**src/rtl/usb_in_ep_pkg.sv**
```systemverilog
package usb_in_ep_pkg;
  typedef enum logic [1:0] {
    HS_DATA  = 2'b00,
    HS_STALL = 2'b01,
    HS_NAK   = 2'b10,
    HS_ZLP   = 2'b11
  } hs_e;

  localparam logic [1:0] XFER_ISO = 2'b01;

  localparam int B_RDY    = 0;
  localparam int B_NEMPTY = 1;
  localparam int B_UNDER  = 2;
  localparam int B_DISC   = 3;
  localparam int B_FSTALL = 4;
  localparam int B_SSENT  = 5;
  localparam int B_TGLRST = 6;
endpackage

```
**src/rtl/ep_occupancy.sv**
```systemverilog
module ep_occupancy #(
  parameter int MAX_PKTS = 2,
  localparam int CW = $clog2(MAX_PKTS + 1)
) (
  input  logic          clk,
  input  logic          rst_n,
  input  logic          dbl_buf_en,
  input  logic          load_req,
  input  logic          sent_req,
  input  logic          disc_req,
  input  logic          stall_flush,
  output logic [CW-1:0] count,
  output logic [CW-1:0] count_next,
  output logic          pkt_ready
);
  localparam logic [CW-1:0] FULL2 = CW'(MAX_PKTS);
  localparam logic [CW-1:0] ONE   = CW'(1);

  logic [CW-1:0] cap;
  logic          ready_next;

  always_comb begin
    cap        = dbl_buf_en ? FULL2 : ONE;
    count_next = count;
    if (sent_req && count_next != '0) count_next = count_next - ONE;
    if (disc_req && count_next != '0) count_next = count_next - ONE;
    if (load_req && count_next < cap) count_next = count_next + ONE;
    if (stall_flush) count_next = '0;
    ready_next = dbl_buf_en ? (count_next == FULL2) : (count_next != '0);
  end

  always_ff @(posedge clk) begin
    if (!rst_n) begin
      count     <= '0;
      pkt_ready <= 1'b0;
    end else begin
      count     <= count_next;
      pkt_ready <= ready_next;
    end
  end

  a_r11_no_overflow: assert property (@(posedge clk) disable iff (!rst_n)
    count <= FULL2);

  a_r5_discard_one: assert property (@(posedge clk) disable iff (!rst_n)
    (disc_req && !sent_req && !load_req && !stall_flush && count != '0)
      |=> count == $past(count) - ONE);

  a_r3_stall_empties: assert property (@(posedge clk) disable iff (!rst_n)
    stall_flush |=> (count == '0) && !pkt_ready);
endmodule

```
**src/rtl/ep_data_toggle.sv**
```systemverilog
module ep_data_toggle (
  input  logic clk,
  input  logic rst_n,
  input  logic clr,
  input  logic flip,
  output logic toggle
);
  always_ff @(posedge clk) begin
    if (!rst_n)    toggle <= 1'b0;
    else if (clr)  toggle <= 1'b0;
    else if (flip) toggle <= ~toggle;
  end

  a_r2_reset_toggle: assert property (@(posedge clk) disable iff (!rst_n)
    clr |=> !toggle);

  a_r12_hold_toggle: assert property (@(posedge clk) disable iff (!rst_n)
    (!clr && !flip) |=> toggle == $past(toggle));
endmodule

```
**src/rtl/ep_token_resp.sv**
```systemverilog
module ep_token_resp
  import usb_in_ep_pkg::*;
(
  input  logic clk,
  input  logic rst_n,
  input  logic tok_in,
  input  logic iso,
  input  logic force_stall,
  input  logic empty,
  input  logic toggle,
  output logic stall_evt,
  output logic under_evt,
  output logic resp_valid,
  output hs_e  resp_code,
  output logic resp_data1
);
  hs_e code_c;

  always_comb begin
    stall_evt = 1'b0;
    under_evt = 1'b0;
    code_c    = HS_DATA;
    if (tok_in) begin
      if (force_stall && !iso) begin
        stall_evt = 1'b1;
        code_c    = HS_STALL;
      end else if (empty) begin
        under_evt = 1'b1;
        code_c    = iso ? HS_ZLP : HS_NAK;
      end
    end
  end

  always_ff @(posedge clk) begin
    if (!rst_n) begin
      resp_valid <= 1'b0;
      resp_code  <= HS_DATA;
      resp_data1 <= 1'b0;
    end else begin
      resp_valid <= tok_in;
      if (tok_in) begin
        resp_code  <= code_c;
        resp_data1 <= toggle;
      end
    end
  end

  a_r13_one_response: assert property (@(posedge clk) disable iff (!rst_n)
    tok_in |=> resp_valid);
  a_r13_no_spurious: assert property (@(posedge clk) disable iff (!rst_n)
    !tok_in |=> !resp_valid);
  a_r3_stall_reply: assert property (@(posedge clk) disable iff (!rst_n)
    (tok_in && force_stall && !iso) |=> resp_code == HS_STALL);
  a_r4_iso_no_stall: assert property (@(posedge clk) disable iff (!rst_n)
    (tok_in && iso) |=> resp_code != HS_STALL);
  a_r6_nak_on_empty: assert property (@(posedge clk) disable iff (!rst_n)
    (tok_in && !iso && !force_stall && empty) |=> resp_code == HS_NAK);
  a_r7_zlp_on_empty: assert property (@(posedge clk) disable iff (!rst_n)
    (tok_in && iso && empty) |=> resp_code == HS_ZLP);
endmodule

```
**src/rtl/ep_status_reg.sv**
```systemverilog
module ep_status_reg #(
  parameter int NFLAGS = 3
) (
  input  logic              clk,
  input  logic              rst_n,
  input  logic              wr_en,
  input  logic              wr_stall,
  input  logic [NFLAGS-1:0] wr_keep,
  input  logic [NFLAGS-1:0] set_evt,
  output logic [NFLAGS-1:0] flags,
  output logic              force_stall
);
  for (genvar i = 0; i < NFLAGS; i++) begin : g_flag
    always_ff @(posedge clk) begin
      if (!rst_n)     flags[i] <= 1'b0;
      else if (wr_en) flags[i] <= set_evt[i] | (flags[i] & wr_keep[i]);
      else            flags[i] <= set_evt[i] | flags[i];
    end

    a_r8_set_wins: assert property (@(posedge clk) disable iff (!rst_n)
      set_evt[i] |=> flags[i]);
    a_r8_one_keeps: assert property (@(posedge clk) disable iff (!rst_n)
      (flags[i] && (!wr_en || wr_keep[i])) |=> flags[i]);
  end

  always_ff @(posedge clk) begin
    if (!rst_n)     force_stall <= 1'b0;
    else if (wr_en) force_stall <= wr_stall;
  end
endmodule

```
**src/rtl/usb_in_ep_ctrl.sv**
```systemverilog
module usb_in_ep_ctrl
  import usb_in_ep_pkg::*;
#(
  parameter int MAX_PKTS = 2,
  localparam int CW = $clog2(MAX_PKTS + 1)
) (
  input  logic       clk,
  input  logic       rst_n,
  input  logic       reg_wr_en,
  input  logic [6:0] reg_wr_data,
  output logic [7:0] reg_rd_data,
  input  logic [1:0] xfer_type,
  input  logic       dbl_buf_en,
  input  logic       tok_in,
  input  logic       pkt_sent,
  output logic       resp_valid,
  output logic [1:0] resp_code,
  output logic       resp_data1,
  output logic       data_toggle
);
  logic          iso;
  logic [CW-1:0] count, count_next;
  logic          pkt_ready, force_stall;
  logic          stall_evt, under_evt;
  logic          load_req, disc_req, sent_req, tgl_clr, tgl_flip;
  logic [2:0]    flags, set_evt, wr_keep;
  hs_e           code_q;

  assign iso      = (xfer_type == XFER_ISO);
  assign load_req = reg_wr_en && reg_wr_data[B_RDY];
  assign disc_req = reg_wr_en && reg_wr_data[B_DISC];
  assign tgl_clr  = reg_wr_en && reg_wr_data[B_TGLRST];
  assign sent_req = pkt_sent && (count != '0) && !stall_evt;
  assign tgl_flip = sent_req && !iso;

  ep_occupancy #(.MAX_PKTS(MAX_PKTS)) u_occ (
    .clk(clk), .rst_n(rst_n), .dbl_buf_en(dbl_buf_en),
    .load_req(load_req), .sent_req(sent_req), .disc_req(disc_req),
    .stall_flush(stall_evt), .count(count), .count_next(count_next),
    .pkt_ready(pkt_ready)
  );

  ep_data_toggle u_tgl (
    .clk(clk), .rst_n(rst_n), .clr(tgl_clr), .flip(tgl_flip),
    .toggle(data_toggle)
  );

  ep_token_resp u_resp (
    .clk(clk), .rst_n(rst_n), .tok_in(tok_in), .iso(iso),
    .force_stall(force_stall), .empty(count == '0), .toggle(data_toggle),
    .stall_evt(stall_evt), .under_evt(under_evt),
    .resp_valid(resp_valid), .resp_code(code_q), .resp_data1(resp_data1)
  );

  // flag order: 0 buffer-not-empty, 1 underrun, 2 stall-sent
  assign set_evt = {stall_evt, under_evt, count_next != '0};
  assign wr_keep = {reg_wr_data[B_SSENT], reg_wr_data[B_UNDER], reg_wr_data[B_NEMPTY]};

  ep_status_reg #(.NFLAGS(3)) u_stat (
    .clk(clk), .rst_n(rst_n), .wr_en(reg_wr_en),
    .wr_stall(reg_wr_data[B_FSTALL]), .wr_keep(wr_keep), .set_evt(set_evt),
    .flags(flags), .force_stall(force_stall)
  );

  assign resp_code = code_q;
  always_comb begin
    reg_rd_data           = '0;
    reg_rd_data[B_RDY]    = pkt_ready;
    reg_rd_data[B_NEMPTY] = flags[0];
    reg_rd_data[B_UNDER]  = flags[1];
    reg_rd_data[B_FSTALL] = force_stall;
    reg_rd_data[B_SSENT]  = flags[2];
  end

  a_r9_nonempty_flag: assert property (@(posedge clk) disable iff (!rst_n)
    (count != '0) |-> reg_rd_data[B_NEMPTY]);
  a_r3_stall_flag: assert property (@(posedge clk) disable iff (!rst_n)
    (resp_valid && resp_code == HS_STALL) |-> reg_rd_data[B_SSENT] && !reg_rd_data[B_RDY]);
  a_r5_trigger_bits_zero: assert property (@(posedge clk) disable iff (!rst_n)
    !reg_rd_data[B_DISC] && !reg_rd_data[B_TGLRST] && !reg_rd_data[7]);
endmodule

```
**config.mk**
```make
export PLATFORM = sky130hd
export DESIGN_NAME = usb_in_ep_ctrl
export DESIGN_NICKNAME = d
export VERILOG_FILES = /design/src/rtl/usb_in_ep_pkg.sv /design/src/rtl/ep_occupancy.sv /design/src/rtl/ep_data_toggle.sv /design/src/rtl/ep_token_resp.sv /design/src/rtl/ep_status_reg.sv /design/src/rtl/usb_in_ep_ctrl.sv
export SDC_FILE = /design/constraint.sdc
export NUM_CORES = 1
export LEC_CHECK = 0
export BUFFER_PORTS_ARGS = -buffer_cell sky130_fd_sc_hd__buf_2
export CELL_PAD_IN_SITES_DETAIL_PLACEMENT = 1
export CELL_PAD_IN_SITES_GLOBAL_PLACEMENT = 2
export CORE_MARGIN = 3
export CORE_UTILIZATION = 29
export DETAILED_ROUTE_END_ITERATION = 10
export PLACE_DENSITY = 0.92
export RECOVER_POWER = 100
export REMOVE_ABC_BUFFERS = 1
export SYNTH_ARGS = -nofsm -noshare
export SYNTH_HDL_FRONTEND = slang
export SYNTH_SLANG_ARGS = --single-unit
```
**constraint.sdc**
```tcl
create_clock -name clk -period 9.62 [get_ports clk]
set_input_delay 0.481 -clock clk [delete_from_list [all_inputs] [get_ports clk]]
set_output_delay 0.481 -clock clk [all_outputs]
set_load 0.02 [all_outputs]
```
==> results.yml, run 1 <==
outcome:
  status: "finished with violations"
  violations: "max-capacitance violations, max-slew violations"
setup_path:
  critPathKind: "flop to flop"
  setup.worst_path.end_class: "flop"
  startpoint: "u_occ.count[0]$_SDFF_PN0_"
  r2r_slack_ps: 5180
  cp.required_ps: 9800
  r2r-end: "u_occ.pkt_ready$_SDFF_PN0_"
  arrival_ps: 4620
  start_kind: "flop"
  worstSetupEndpoint: "u_occ.pkt_ready$_SDFF_PN0_"
  r2r-start: "u_occ.count[0]$_SDFF_PN0_"
  worst-path-max-fanout: 10
  r2r_cells: 14
flow_run:
  drv_cap: 1
place:
  io_buffer_count: 24
  dpl_worst_slack_ps: 5780
  gp_congestion: 0.779
  hpwl_um: 1560
synthesis:
  yosysWarnings: 0
  synth_edf_count: 0
  synth_top_cell_by_area: "dfxtp_1"
  synthTopCellsByArea: "dfxtp_1 30%, mux2i_1 7.6%, buf_4 4.8%"
  yosysSeqAreaShare_pct: 30.4
  netlist_area_um2: 790
  ys_ff_latch: 12
  synth_flop_cell: "dfxtp_1"
  syn_inst: 90
  async_flop_share_pct: 0
  avgSynthCellArea_um2: 8.77
  yosysTopAreaCellShare_pct: 30.4
  synth_cell_types: 35
clocking:
  clock_latency_ps: 270
  postCtsSetupBuffers: 0
  cts_tree: "done"
  cts.htree.levels: 1
  cts.path.max_buffers: 2
  cts_buffers: 3
  ctsResizeCount: 0
  ctsHoldBuffers: 0
  clkTransAtPathRegs_ps: 80
  cts_root_buf: "clkbuf_4"
  clock-sinks: 12
die:
  fp.dieW_um: 58.2
  die-height_um: 58.2
  dieArea_um2: 3380
  start_util_pct: 31.3
  rows: 18
  io_pins: 28
  coreArea_um2: 2520
global_routing:
  grt_pass1_vias: 732
  grt_use_total_pct: 11.6
  overflow: 0
  grt_pass1_wl_um: 3040
  grt_max_degree: 12
  antenna_found_initial: 0
pwr:
  power.density_nw_per_um2: 264
  ir_drop_uv: 92.7
  power.leakage_nw: 0.383
sta:
  tightest_slew_ps: 1510
  setup_violations: 0
  post-route-period-util_pct: 46.1
  rsz0062_at_grt: "false"
  timing.fmax_mhz: 225
  period_minus_slack_ps: 4440
  slew_headroom_pct: -1.06
  finalWorstSetupSlack_ps: 5180
  hold_viol: 0
  slew_viol_final: 11
  finClkSkew_ps: 3.12
  tns_ps: 0
final_layout:
  syn_to_final_growth_pct: 15.2
  layout-drive-gt1-share_pct: 19.6
  antennaDiodeCount: 0
  multiInputGateArea_um2: 468
  n_fill_cell: 334
  fin_util_pct: 36.1
  fin_nets: 131
  seqCellArea_um2: 240
min_path:
  hold_path.class: "input port to flop"
  whs_path_depth: 3
route:
  route.vias.total: 700
  ant_nets: 0
  drt-wirelength-per-cell_um: 13.1
  vias_per_cell: 4.93
  wl_um: 1870
  drc: 0
  drt_first_pass_iters: 4
  first_iter_violations: 14
critical path: stages, from the launching register on:
cell	delay, ps
dfxtp_1	430
inv_1	120
ha_1	250
a311oi_1	1170
mux2_2	350
ha_1	150
nand3b_1	160
nand2_1	70
mux2i_1	340
nor2_1	110
ha_1	190
nand3b_1	190
a21oi_1	300
o311ai_0	240
nor4_1	270
registers in the layout, summed over array words and instances (netlist names):
signal and count:
u_occ.count 2, u_stat.flags 3, u_stat.force_stall 1, u_resp.resp_valid 1, u_tgl.toggle 1, u_resp.resp_data1 1
u_resp.resp_code 2, u_occ.pkt_ready 1
final cells by class:
class / instances / share of cell area, %
Sequential cell: 12 / 26.4
Tap cell: 30 / 4.13
Timing Repair Buffer: 24 / 11.6
Multi-Input combinational cell: 66 / 51.4
Inverter: 6 / 2.48
Clock buffer: 4 / 3.99
power by group:
part | total (mW) | internal (mW) | switching [mW]
combinational | 0.134 | 0.0581 | 0.0757
sequential | 0.0669 | 0.0606 | 0.00637
clock | 0.0395 | 0.0230 | 0.0165
total | 0.240 | 0.142 | 0.0985
per-stage QoR:
step           instances  total power, mW  area, um^2  hold WS, ps
3_5_place_dp         138            0.209         906          474
6_report             142            0.240         910          478
3_3_place_gp         138            0.203         906          465
2_1_floorplan         84            0.174         748          553
4_1_cts              142            0.249         942          469
5_1_grt              142            0.261         910          510
cell usage in the layout (no fill, tap or decap), types with 2 or more instances in the layout:
| cell type | netlist | layout |
|---|---|---|
| a211oi_1 | 3 | 3 |
| a21boi_0 | 3 | 3 |
| a21oi_1 | 2 | 2 |
| buf_2 | 0 | 12 |
| clkbuf_1 | 3 | 12 |
| clkbuf_4 | 0 | 3 |
| conb_1 | 1 | 3 |
| dfxtp_1 | 12 | 12 |
| ha_1 | 3 | 3 |
| inv_1 | 6 | 6 |
| mux2i_1 | 6 | 6 |
| nand2_1 | 6 | 6 |
| nand3_1 | 6 | 6 |
| nand3b_1 | 3 | 3 |
| nor2_1 | 5 | 5 |
| nor2b_1 | 2 | 2 |
| nor3_1 | 2 | 2 |
| o211ai_1 | 2 | 2 |
| o21ai_0 | 3 | 3 |
routing by layer:
metal	wire length [um]	global-route usage [%]	vias to the layer above
li1	-	-	355
met1	770	13.2	318
met2	937	21.1	25
met3	149	3.12	2
met4	8	2.98	0
met5	0	0	-
cell families (layout without fill, tap and decap cells):
group | count (synthesis) | in the layout | share of synthesized area [%]
adder cells (fa/ha/maj) | 3 | 3 | 4.75
multiplexers | 7 | 7 | 9.03
AO/OA/AOI/OAI | 19 | 19 | 19.2
XOR/XNOR | 2 | 2 | 4.12
other | 1 | 3 | 0.475
AND/OR/NAND/NOR | 32 | 32 | 23.0
buffers and inverters | 14 | 34 | 9.03
flip-flops | 12 | 12 | 30.4
worst min-delay path by stage:
stage | from | endpoint | slack [ps]
after CTS | reg_wr_data[1] | u_stat.flags[0]$_SDFF_PN0_ | 470
after detailed placement | u_stat.flags[1]$_SDFF_PN0_ | u_stat.flags[1]$_SDFF_PN0_ | 470
after floorplan | u_resp.resp_code[1]$_SDFFE_PN0P_ | u_resp.resp_code[1]$_SDFFE_PN0P_ | 550
final | reg_wr_data[1] | u_stat.flags[0]$_SDFF_PN0_ | 480
after global routing | reg_wr_data[1] | u_stat.flags[0]$_SDFF_PN0_ | 510
after global placement | u_resp.resp_code[1]$_SDFFE_PN0P_ | u_resp.resp_code[1]$_SDFFE_PN0P_ | 460
Yosys cell counts (all sizes together), types with 3 or more instances:
cell type and instances:
nor2 5, mux2i 6, dfxtp 12, nand3 6
ha 3, nand3b 3, a21oi 3, clkbuf 3
buf 5, a21boi 3, nand2 6, o21ai 3
a211oi 3, inv 6
(Power assumes the default switching activity.)
==> inputs of run 2 (changes only) <==
CORE_UTILIZATION = 24   (was 29)
PLACE_DENSITY = 0.83   (was 0.92)
clock period = 3.9 ns   (was 9.62 ns; I/O delays follow)
==> run 2 against run 1 <==
The run now ends clean. Global-route usage is 0.47 points lower. Clock power grew to 2.6 times the previous value. Sequential share of layout area is 1.3 points lower. Sequential cell count stayed put. Critical path depth is 1 higher. Critical path type unchanged. Utilization is 5.1 points lower. Combinational power grew to 2.6 times the previous value. Sequential power grew to 2.5 times the previous value.
==> results.yml, run 2 (same netlist as run 1, synthesis figures left out) <==
route:
  drt-wirelength-per-cell_um: 12.5
  first_iter_violations: 29
  ant_nets: 0
  vias_per_cell: 4.50
  drc: 0
  route.vias.total: 706
  drt_first_pass_iters: 4
  wl_um: 1970
pwr:
  internal-power_mw: 0.363
  combPwrFrac_pct: 56.8
  power.density_nw_per_um2: 646
  p_clk_share_pct: 16.2
  ir_drop_uv: 110
  p_seq_share_pct: 27.0
  finalPower_mw: 0.621
  p_sw_share_pct: 41.5
  power.leakage_nw: 0.394
  switchingPower_mw: 0.258
setup_path:
  startpoint: "u_occ.count[0]$_SDFF_PN0_"
  arrival_ps: 3720
  start_kind: "flop"
  r2r_cells: 15
  worst-path-max-fanout: 7
  r2r-end: "u_stat.flags[0]$_SDFF_PN0_"
  crit_top_cell: "ha_1"
  cp.required_ps: 4050
  critPathKind: "flop to flop"
  crit_path_cell_trace: "inv_1 > ha_1 > a311oi_4 > buf_4 > xnor2_1 > ha_1 > nand3b_1 > nand2_1 > mux2i_2 > nor2_1 > ha_1 > nand3b_1 > or2_2 > a211oi_1 > o31ai_1"
  crit_path_max_incr_delay_ps: 400
  critPathSlowestCell: "dfxtp_2"
  r2r-start: "u_occ.count[0]$_SDFF_PN0_"
  r2r_slack_ps: 330
  setup.worst_path.end_class: "flop"
final_layout:
  top_regs: "u_stat.flags: 3 flops, u_occ.count: 2 flops, u_resp.resp_code: 2 flops"
  max_flop_register: "u_stat.flags"
  layout-drive-gt1-share_pct: 24.8
  layout.cells.non_filler: 157
  fin_nets: 132
  largest_reg_flops: 3
  final_common_cell: "buf_2"
  antennaDiodeCount: 0
  syn_to_final_growth_pct: 21.9
  fin_util_pct: 31.0
  layout_common_cells: "13 x buf_2, 11 x clkbuf_1, 11 x dfxtp_1"
clocking:
  clkTransAtPathRegs_ps: 90
  cts.htree.levels: 1
  cts_tree: "done"
  cts_buffers: 3
  cts.path.max_buffers: 2
  ctsHoldBuffers: 0
  cts_root_buf: "clkbuf_4"
  clock_latency_ps: 280
  clock-sinks: 12
place:
  dp_cells: 153
  io_buffer_count: 24
  hpwl_um: 1580
  gp_congestion: 0.897
sta:
  finClkSkew_ps: 8.80
  slew_viol_final: 0
  slew_headroom_pct: 67.2
  timing.fmax_mhz: 280
  period_minus_slack_ps: 3570
  setup_violations: 0
  tightest_slew_ps: 486
  rsz0062_at_grt: "false"
  hold_viol: 0
  tns_ps: 0
  post-route-period-util_pct: 91.6
global_routing:
  grt_max_degree: 12
  grt_use_total_pct: 11.1
  antenna_found_initial: 0
  grt_pass1_wl_um: 3530
  grt_pass1_vias: 747
  overflow: 0
die:
  coreArea_um2: 3100
  start_util_pct: 25.4
  fp.dieW_um: 63.4
  rows: 20
  die-height_um: 63.4
  io_pins: 28
  dieArea_um2: 4010
flow_run:
  drv_cap: 0
min_path:
  whs_path_depth: 3
  hp-start: "reg_wr_data[1]"
  holdPathEnd: "u_stat.flags[0]$_SDFF_PN0_"
  hold_path.class: "input port to flop"
outcome:
  status: "finished clean"
[run 2: power groups by stage]
stage / Combinational [mW] / Sequential (mW) / Clock [mW]
detailed placement: 0.351 / 0.169 / 0
CTS: 0.353 / 0.167 / 0.106
finish: 0.353 / 0.168 / 0.101
floorplan: 0.241 / 0.189 / 0
global route: 0.400 / 0.172 / 0.112
global placement: 0.340 / 0.167 / 0
[run 2: worst max-delay path by stage]
stage,end,depth (start not counted)
after detailed placement,u_stat.flags[0]$_SDFF_PN0_,15
after CTS,u_occ.pkt_ready$_SDFF_PN0_,15
after floorplan,u_stat.flags[0]$_SDFF_PN0_,14
after global placement,u_occ.pkt_ready$_SDFF_PN0_,15
after global routing,u_stat.flags[0]$_SDFF_PN0_,15
final,u_stat.flags[0]$_SDFF_PN0_,15
[run 2: layout make-up]
type / instances / area, um^2
inverter: 6 / 22.5
clock buffer: 4 / 36.3
sequential: 12 / 241
fill: 408 / 2140
multi-input combinational: 66 / 493
tap: 44 / 55.1
timing repair buffer: 25 / 114
[run 2: stage by stage]
| stage | hold WS [ps] | cell area, um^2 | setup WS, ps |
|---|---|---|---|
| after detailed placement | 448 | 931 | 221 |
| final | 165 | 962 | 329 |
| after floorplan | 295 | 748 | 516 |
| after global routing | 191 | 962 | 29.7 |
| after CTS | 158 | 967 | 176 |
| after global placement | 443 | 931 | 310 |
[run 2: repair_timing]
item	in CTS	in global routing
setup buffers	0	0
setup endpoints to repair	0	2
resized for setup	0	3
[run 2: metal layers]
metal	share of wire (%)	GRT usage, %	up-vias
li1	-	-	363
met1	43	12.8	325
met2	52	19.0	16
met3	5.0	2.50	2
met4	0.61	5.66	0
met5	0	0	-
[run 2: worst max-delay path, delay by kind of cell, from the launching register on]
kind	cells	cell delay (ps)
AND/OR/NAND/NOR	5	900
adder cells (fa/ha/maj)	3	640
XOR/XNOR	1	160
buffers and inverters	2	340
flip-flops	1	400
AO/OA/AOI/OAI	3	750
multiplexers	1	250
